<file path="src/rtl/adc_seq_pkg.sv">
// Shared types for the ADC conversion sequencer.
// Assumes a 7-bit control word with the field order of ctrl_t (start at the top).
package adc_seq_pkg;

    typedef enum logic [1:0] {
        ST_IDLE   = 2'd0,
        ST_PWRUP  = 2'd1,
        ST_FIRST  = 2'd2,
        ST_REPEAT = 2'd3
    } seq_state_t;

    typedef struct packed {
        logic       start;
        logic       rpt;
        logic       refon;
        logic [3:0] sel;
    } ctrl_t;

endpackage

</file>
<file path="src/rtl/adc_ctrl_reg.sv">
// Control register for the sequencer.
// Stores the repeat, reference and selector fields on every write. The start
// bit is set only by a valid start (idle and legal selector), and it clears
// at the first completion. Assumes first_done_i is never high while idle_i is.
module adc_ctrl_reg
    import adc_seq_pkg::*;
#(
    parameter int NUM_SRC = 5
) (
    input  logic       clk,
    input  logic       rst_n,
    input  logic       wr_en,
    input  logic [6:0] wr_data,
    input  logic       idle_i,
    input  logic       first_done_i,
    output ctrl_t      ctrl_o,
    output logic       start_o,
    output logic       pwr_needed_o
);
    localparam int SELW = 4;

    ctrl_t ctrl_q;
    ctrl_t wr_word;

    // Decode the incoming word and qualify a start request.
    always_comb begin
        wr_word      = ctrl_t'(wr_data);
        start_o      = wr_en && wr_word.start && idle_i && (wr_word.sel < SELW'(NUM_SRC));
        pwr_needed_o = !ctrl_q.refon;
    end

    // Update the register fields and the self-clearing start bit.
    always_ff @(posedge clk) begin
        if (!rst_n) begin
            ctrl_q <= '0;
        end else begin
            if (first_done_i) ctrl_q.start <= 1'b0;
            if (wr_en) begin
                ctrl_q.rpt   <= wr_word.rpt;
                ctrl_q.refon <= wr_word.refon;
                ctrl_q.sel   <= wr_word.sel;
                if (start_o) ctrl_q.start <= 1'b1;
            end
        end
    end

    assign ctrl_o = ctrl_q;

    assert_start_clear_R8: assert property (@(posedge clk) disable iff (!rst_n)
        first_done_i |=> !ctrl_q.start);

    assert_reserved_ignored_R5: assert property (@(posedge clk) disable iff (!rst_n)
        (wr_en && wr_data[3:0] >= SELW'(NUM_SRC) && !ctrl_q.start) |=> !ctrl_q.start);

endmodule

</file>
<file path="src/rtl/adc_timer.sv">
// Conversion timer: power-up wait, long first conversion, short repeat period.
// Assumes FIRST_CYCLES and PERIOD_CYCLES are at least 2. A PWRUP_CYCLES of 0
// skips the power-up phase.
module adc_timer
    import adc_seq_pkg::*;
#(
    parameter int FIRST_CYCLES  = 5129,
    parameter int PWRUP_CYCLES  = 40,
    parameter int PERIOD_CYCLES = 256
) (
    input  logic clk,
    input  logic rst_n,
    input  logic start_i,
    input  logic pwr_needed_i,
    input  logic rpt_i,
    output logic idle_o,
    output logic done_o,
    output logic first_done_o
);
    localparam int MAXA = (FIRST_CYCLES > PWRUP_CYCLES) ? FIRST_CYCLES : PWRUP_CYCLES;
    localparam int MAXC = (MAXA > PERIOD_CYCLES) ? MAXA : PERIOD_CYCLES;
    localparam int CW   = $clog2(MAXC + 1);

    seq_state_t      state;
    logic [CW-1:0]   cnt;
    logic            cnt_zero;

    // Decode the phase outputs from state and count.
    always_comb begin
        cnt_zero     = (cnt == '0);
        idle_o       = (state == ST_IDLE);
        done_o       = ((state == ST_FIRST) || (state == ST_REPEAT)) && cnt_zero;
        first_done_o = (state == ST_FIRST) && cnt_zero;
    end

    // Step the phase machine and its down-counter.
    always_ff @(posedge clk) begin
        if (!rst_n) begin
            state <= ST_IDLE;
            cnt   <= '0;
        end else begin
            unique case (state)
                ST_IDLE: begin
                    if (start_i) begin
                        if (pwr_needed_i && PWRUP_CYCLES > 0) begin
                            state <= ST_PWRUP;
                            cnt   <= CW'(PWRUP_CYCLES - 1);
                        end else begin
                            state <= ST_FIRST;
                            cnt   <= CW'(FIRST_CYCLES - 1);
                        end
                    end
                end
                ST_PWRUP: begin
                    if (cnt_zero) begin
                        state <= ST_FIRST;
                        cnt   <= CW'(FIRST_CYCLES - 1);
                    end else begin
                        cnt <= cnt - 1'b1;
                    end
                end
                ST_FIRST, ST_REPEAT: begin
                    if (cnt_zero) begin
                        if (rpt_i) begin
                            state <= ST_REPEAT;
                            cnt   <= CW'(PERIOD_CYCLES - 1);
                        end else begin
                            state <= ST_IDLE;
                        end
                    end else begin
                        cnt <= cnt - 1'b1;
                    end
                end
                default: state <= ST_IDLE;
            endcase
        end
    end

    assert_first_bound_R3: assert property (@(posedge clk) disable iff (!rst_n)
        (state == ST_FIRST) |-> (cnt < CW'(FIRST_CYCLES)));

    assert_repeat_bound_R9: assert property (@(posedge clk) disable iff (!rst_n)
        (state == ST_REPEAT) |-> (cnt < CW'(PERIOD_CYCLES)));

    assert_no_restart_R11: assert property (@(posedge clk) disable iff (!rst_n)
        start_i |-> (state == ST_IDLE));

endmodule

</file>
<file path="src/rtl/adc_result_reg.sv">
// Result capture: stores the converter bus left-aligned across two data
// registers on the completion edge and pulses the interrupt for one cycle.
// Assumes RES_W > DW and that completions are at least two cycles apart.
module adc_result_reg #(
    parameter int RES_W = 10,
    parameter int DW    = 8
) (
    input  logic             clk,
    input  logic             rst_n,
    input  logic             done_i,
    input  logic [RES_W-1:0] sample_i,
    output logic [DW-1:0]    data_hi,
    output logic [DW-1:0]    data_lo,
    output logic             irq
);
    localparam int LOW_BITS = RES_W - DW;
    localparam int PAD_BITS = DW - LOW_BITS;

    // Latch both halves together and raise the request one cycle after completion.
    always_ff @(posedge clk) begin
        if (!rst_n) begin
            data_hi <= '0;
            data_lo <= '0;
            irq     <= 1'b0;
        end else begin
            irq <= done_i;
            if (done_i) begin
                data_hi <= sample_i[RES_W-1:LOW_BITS];
                data_lo <= {sample_i[LOW_BITS-1:0], {PAD_BITS{1'b0}}};
            end
        end
    end

    assert_hold_between_R6: assert property (@(posedge clk) disable iff (!rst_n)
        !done_i |=> $stable({data_hi, data_lo}));

    assert_single_pulse_R7: assert property (@(posedge clk) disable iff (!rst_n)
        irq |=> !irq);

endmodule

</file>
<file path="src/rtl/adc_seq_top.sv">
// Top of the ADC conversion sequencer: control register, timer, result capture.
// Assumes a single clock domain and a converter bus that is stable at the completion edge.
module adc_seq_top
    import adc_seq_pkg::*;
#(
    parameter int NUM_SRC       = 5,
    parameter int FIRST_CYCLES  = 5129,
    parameter int PWRUP_CYCLES  = 40,
    parameter int PERIOD_CYCLES = 256
) (
    input  logic       clk,
    input  logic       rst_n,
    input  logic       wr_en,
    input  logic [6:0] wr_data,
    input  logic [9:0] sample_in,
    output logic [6:0] ctrl_rd,
    output logic [7:0] data_hi,
    output logic [7:0] data_lo,
    output logic       irq,
    output logic       ref_on,
    output logic [3:0] ain_sel
);
    ctrl_t ctrl;
    logic  start, pwr_needed, idle, done, first_done;

    adc_ctrl_reg #(.NUM_SRC(NUM_SRC)) u_ctrl (
        .clk          (clk),
        .rst_n        (rst_n),
        .wr_en        (wr_en),
        .wr_data      (wr_data),
        .idle_i       (idle),
        .first_done_i (first_done),
        .ctrl_o       (ctrl),
        .start_o      (start),
        .pwr_needed_o (pwr_needed)
    );

    adc_timer #(
        .FIRST_CYCLES  (FIRST_CYCLES),
        .PWRUP_CYCLES  (PWRUP_CYCLES),
        .PERIOD_CYCLES (PERIOD_CYCLES)
    ) u_timer (
        .clk          (clk),
        .rst_n        (rst_n),
        .start_i      (start),
        .pwr_needed_i (pwr_needed),
        .rpt_i        (ctrl.rpt),
        .idle_o       (idle),
        .done_o       (done),
        .first_done_o (first_done)
    );

    adc_result_reg #(.RES_W(10), .DW(8)) u_result (
        .clk      (clk),
        .rst_n    (rst_n),
        .done_i   (done),
        .sample_i (sample_in),
        .data_hi  (data_hi),
        .data_lo  (data_lo),
        .irq      (irq)
    );

    assign ctrl_rd = ctrl;
    assign ref_on  = ctrl.refon;
    assign ain_sel = ctrl.sel;

    assert_start_only_idle_R11: assert property (@(posedge clk) disable iff (!rst_n)
        (ctrl.start && !first_done) |=> ctrl.start);

endmodule

</file>
<file path="config.mk">
export PLATFORM = sky130hd
export DESIGN_NAME = adc_seq_top
export DESIGN_NICKNAME = d
export VERILOG_FILES = /design/src/rtl/adc_seq_pkg.sv /design/src/rtl/adc_ctrl_reg.sv /design/src/rtl/adc_timer.sv /design/src/rtl/adc_result_reg.sv /design/src/rtl/adc_seq_top.sv
export SDC_FILE = /design/constraint.sdc
export NUM_CORES = 1
export LEC_CHECK = 0
export ABC_AREA = 1
export BUFFER_PORTS_ARGS = -buffer_cell sky130_fd_sc_hd__buf_2
export CORE_MARGIN = 1.5
export CORE_UTILIZATION = 42
export DETAILED_ROUTE_END_ITERATION = 7
export GPL_ROUTABILITY_DRIVEN = 0
export PLACE_DENSITY = 0.7
export RECOVER_POWER = 50
export SKIP_LAST_GASP = 1
export SLEW_MARGIN = 15
export SYNTH_ARGS = -nofsm -noshare
export SYNTH_HDL_FRONTEND = slang
export SYNTH_HIERARCHICAL = 1
export SYNTH_SLANG_ARGS = --single-unit
</file>
<file path="constraint.sdc">
create_clock -name clk -period 1.7 [get_ports clk]
set_input_delay 0.34 -clock clk [delete_from_list [all_inputs] [get_ports clk]]
set_output_delay 0.34 -clock clk [all_outputs]
set_load 0.05 [all_outputs]
</file>
# Word-level counts from Yosys, hierarchy flattened
# Cells that the tools add are included.
# Widths: inputs -> output; s select.
# classes
addsub,1
mul,0
div,0
magnitude_cmp,1
n_eq_ne,7
shift,0
mux,15
n_bitwise,0
reduce_logical,11
# op_table
operator,n
$mux 13,5
$pmux 13 s3,1
$logic_not 13->1,1
$sub 13x1->13 const B,1
$mux 2,5
$mux 7,1
$pmux 2 s3,1
$logic_and 1x1->1,5
$eq 2x2->1 const B,2
$lt 4x3->1 const B,1
$ne 2x1->1 const B,2
$ne 3x3->1 const B,1
$reduce_and 3->1,1
$eq 2x1->1 const B,1
$logic_not 2->1,1
$mux 1,2
$ne 2x2->1 const B,1
$reduce_and 2->1,1
$reduce_or 2->1,1
$logic_or 1x1->1,1
# word_totals
register_bits,33
latchBits,0
mem_bits_rw,0
mem_bits_ro,0
inputBits,20
out_inout_bits,29
elab_cells,44
mem_count,0

# Longest topological paths before layout
# logic_depth
word_depth,5
ltp_mapped,15
mapped_depth_nobuf,13

# Hierarchy
# The synthesis kept the hierarchy.
# modules_own_cells
module,instances,cells_each,area_per_inst_um2,seq_area_each_um2
adc_timer,1,176,1088.5,300.3
adc_result_reg,1,73,494.2,220.2
adc_ctrl_reg,1,35,270.3,140.1
adc_seq_top,1,5,37.5,0.0

# Worst setup path before layout
# Ideal clock, no wire load.
# synth_timing
path_type,reg2reg
from,reg u_timer.state[1]
to,reg u_timer.cnt[3]
setup_ns,0.118
t_arrival_ns,1.604
required_time_ns,1.582
path_slack_ns,-0.022
path_stages_with_launch,15
n_path_buf,2
period_less_slack_ns,1.722
path_cell_list,dfxtp_1 -> inv_4 -> nand2_4 -> inv_1 -> nand2_1 -> nor2_2 -> nand2_1 -> inv_1 -> or2_4 -> buf_6 -> nand2_2 -> inv_2 -> buf_6 -> o21ai_1 -> nor2_1
# synth_between
elab_chain_cells,5
word_cells_on_any_way,11
classes_between,5 x eq/ne; 1 x mux; 5 x reduce/logical
# synth_lines
item,line,text
from (decl),adc_timer.sv:24,seq_state_t state;
from (signal assigned),adc_timer.sv:39,state <= ST_IDLE;
from (signal assigned),adc_timer.sv:46,state <= ST_PWRUP;
from (signal assigned),adc_timer.sv:49,state <= ST_FIRST;
$logic_not 2->1,adc_timer.sv:31,idle_o = (state == ST_IDLE);
net idle,adc_seq_top.sv:24,"logic start, pwr_needed, idle, done, first_done;"
$logic_and 1x1->1 (2 in series),adc_ctrl_reg.sv:28,start_o = wr_en && wr_word.start && idle_i && (wr_word.sel < SELW'(NUM_SRC));
net start,adc_seq_top.sv:24,
$ne 2x2->1 (no source line),-,
$reduce_and 2->1 (no source line),-,
to (signal assigned),adc_timer.sv:47,cnt <= CW'(PWRUP_CYCLES - 1);
to (signal assigned),adc_timer.sv:50,cnt <= CW'(FIRST_CYCLES - 1);
to (signal assigned),adc_timer.sv:57,cnt <= CW'(FIRST_CYCLES - 1);
to (decl),adc_timer.sv:25,logic [CW-1:0] cnt;
# The timed path passes the listed nets, and every way through them passes these cells.
# A chain may end at the register's enable or synchronous reset.

# Worst setup path after layout
# layout_timing
from,reg u_timer.state[0]
to,reg u_timer.cnt[9]
# The elaborated chain is that of the path after synthesis.

==> impl_metrics.toml <==
[drt]
routed-via-count = 1865
drc_errors = 0
drt_wl_total_mm = 4.224
vias_per_cell = 4.782
first_pass_iters = 4
ant_nets = 0
drt-wirelength-per-cell_um = 10.83
drt-initial-drc-count = 139

[setup_path]
rr_endpoint = "u_timer/cnt[9]"
path_class = "flip-flop to flip-flop"
crit_slowest_cell = "dfxtp_2"
cp-end-kind = "flip-flop"
crit_path_start_kind = "flip-flop"
path_buf_inv = 4
crit_path_max_fanout = 13
regToRegStartpoint = "u_timer/state[0]"
critical_path.top_delay_family = "simple AND/OR/NAND/NOR gates"
max_stage_delay_ns = 0.33
r2r_cells = 13
reg2reg_slack_ns = 0.10
critPathArrivalTime_ns = 1.78
cp_cell_sequence = "inv_2 > nand2_4 > inv_1 > nand2_1 > nor2_2 > nand2_2 > inv_2 > or2_4 > nand2_4 > inv_6 > nand2_1 > nand2_1 > nor2_1"
critPathMostFrequentCell = "nand2_1"
required_ns = 1.88

[floorplan]
io_pins = 49
die-area_mm2 = 0.004913
core_area_mm2 = 0.004354
die_y_um = 70.09
die_w_um = 70.09
start_util_pct = 43.42
rows = 24

[grt]
antenna_found_initial = 0
grt_pass1_wl_mm = 7.155
grt_max_degree = 22
grtUsageTotal_pct = 17.80
overflow = 0
grt_pass1_vias = 1659

[synth]
syn_inst = 289
async_reset_ff_share_pct = 0
synth_cell_types = 31
synth.yosys.seq_area_share_pct = 34.94
syn_area_per_cell_um2 = 6.542
synth_common_cells = "nand2_1 (74), nor2_1 (47), inv_1 (37)"
syn_area_mm2 = 0.001891
ys_seq_elements = 33
synth_most_common_cell = "nand2_1"
yosys.area.top_type_share_pct = 34.94
yosys-top-cells-area = "dfxtp_1 (35%), nand2_1 (15%), nor2_1 (9.3%)"
synth_top_cell_by_area = "dfxtp_1"
yosysWarnings = 6
synth_edf_count = 0
ys.flop_type = "dfxtp_1"

[layout]
nFillCells = 439
diodes = 0
synthToLayoutAreaGrowth_pct = 20.38
drive_above_1_share_pct = 22.19
design_area_mm2 = 0.002276
instances_no_fill = 390
nNetsFinal = 359
fin_util_pct = 52.27

[place]
placed_area_mm2 = 0.002110
pre_cts_ws_ns = -0.04518
dp_cells = 378
io_buffers = 42
hpwl_mm = 2.949

[hold_path]
whs_path_depth = 3
worstHoldPathType = "primary input to flip-flop"
hold_path_end = "u_ctrl/ctrl_o[5]"
min_from = "wr_data[5]"

[pwr]
total_power_mw = 4.391
leakagePower_nw = 1.085
peakVddDrop_mv = 0.9122
p_per_area_mw_per_mm2 = 1930

[clock_tree]
cts.clk_slew.worst_paths_ns = 0.07
worstSkewPairLatency_ns = 0.29
cts_tree = "built"
clock_sinks = 33
root_buffer = "clkbuf_8"
clockBufferDepth = 2
cts_buffers = 5
cts_max_level = 2
cts-hold-fix-buffers = 0

[run_status]
outcome = "finished clean"

[timing]
fin_tns_setup_ns = 0
holdWs_ns = 0.2910
tightest_slew_ns = 0.6168
fin_skew_ns = 0.003322
hold_viol_final = 0
layout_setup_ws_ns = 0.1014
fin_crit_ns = 1.599
drv_slew = 0
max_slew_margin_pct = 59.06
post-route-period-util_pct = 94.04
setup_viol = 0
max_freq_mhz = 625.5

[run]
cap_violations = 0
==> power breakdown <==
group / switching [mW] / internal, mW / total (mW) / leakage [nW]
Sequential: 0.145 / 0.933 / 1.08 / 0.270
Clock: 0.316 / 0.439 / 0.755 / 0.0543
Combinational: 1.70 / 0.861 / 2.56 / 0.760
==> worst register-to-register path: stages (launching register included) <==
cell     delay [ns]
dfxtp_2        0.33
inv_2          0.08
nand2_4        0.07
inv_1          0.09
nand2_1        0.07
nor2_2         0.11
nand2_2        0.07
inv_2          0.06
or2_4          0.16
nand2_4        0.09
inv_6          0.12
nand2_1        0.06
nand2_1        0.12
nor2_1         0.06
==> registers in the layout (all words and copies together) (netlist names) <==
name	flops
u_result/data_lo	2
u_timer/cnt	13
u_ctrl/ctrl_o	7
u_timer/state	2
u_result/data_hi	8
u_result/irq	1
==> cell usage in the layout (no fill, tap or decap), types with 9 or more instances in the layout <==
cell and count:
nand2_1 70, nor2_1 43, inv_1 33, dfxtp_1 31, clkbuf_1 22, buf_2 20, nand3_1 18, nor2_2 11
a21oi_1 11, o21ai_0 10, buf_4 9
==> layer usage <==
layer | GRT usage [%] | up-vias | part of all wire (%)
met3 | 4.473 | 4 | 4.5
met1 | 23.81 | 842 | 48
met4 | 4.487 | 0 | 0.71
met5 | 0 | - | 0
li1 | - | 976 | -
met2 | 28.78 | 43 | 47
==> worst max path at each step <==
| stage | startpoint | end | slack [ns] | cells after the start |
|---|---|---|---|---|
| 3_3_place_gp | u_timer/state[0] | u_timer/cnt[11] | -0.01 | 13 |
| 6_report | u_timer/state[0] | u_timer/cnt[9] | 0.10 | 13 |
| 3_5_place_dp | u_timer/state[0] | u_timer/cnt[9] | -0.05 | 13 |
| 4_1_cts | u_timer/state[0] | u_timer/cnt[0] | -0.003 | 12 |
| 2_1_floorplan | u_timer/state[1] | u_timer/cnt[3] | 0.06 | 14 |
| 5_1_grt | u_timer/state[0] | u_timer/cnt[11] | -0.02 | 14 |
==> logic make-up (layout without fill, tap and decap cells) <==
group	Yosys count	count (layout)	synth area share, %
xor+xnor	2	2	0.9267
flops	33	33	34.94
other cells	1	6	0.1984
simple gates	162	162	37.33
compound gates	31	31	9.332
buf+inv	58	102	15.95
fa+ha+maj	2	2	1.323
==> repair_timing <==
item / CTS / global route
setup endpoints to repair: 4 / 24
pin swaps: 0 / 3
cloned: 1 / 0
gates resized for setup: 4 / 18
buffers inserted: 0 / 3
==> area by class of cell <==
class / instances / area (µm²) / area share (%)
tap: 52 / 65.06 / 2.859
sequential: 33 / 663.1 / 29.14
inverter: 40 / 157.7 / 6.927
multi-input combinational: 203 / 982.2 / 43.16
clock buffer: 5 / 68.82 / 3.024
timing repair buffer: 54 / 292.8 / 12.86
clock inverter: 3 / 46.29 / 2.034
(Power assumes the default switching activity.)
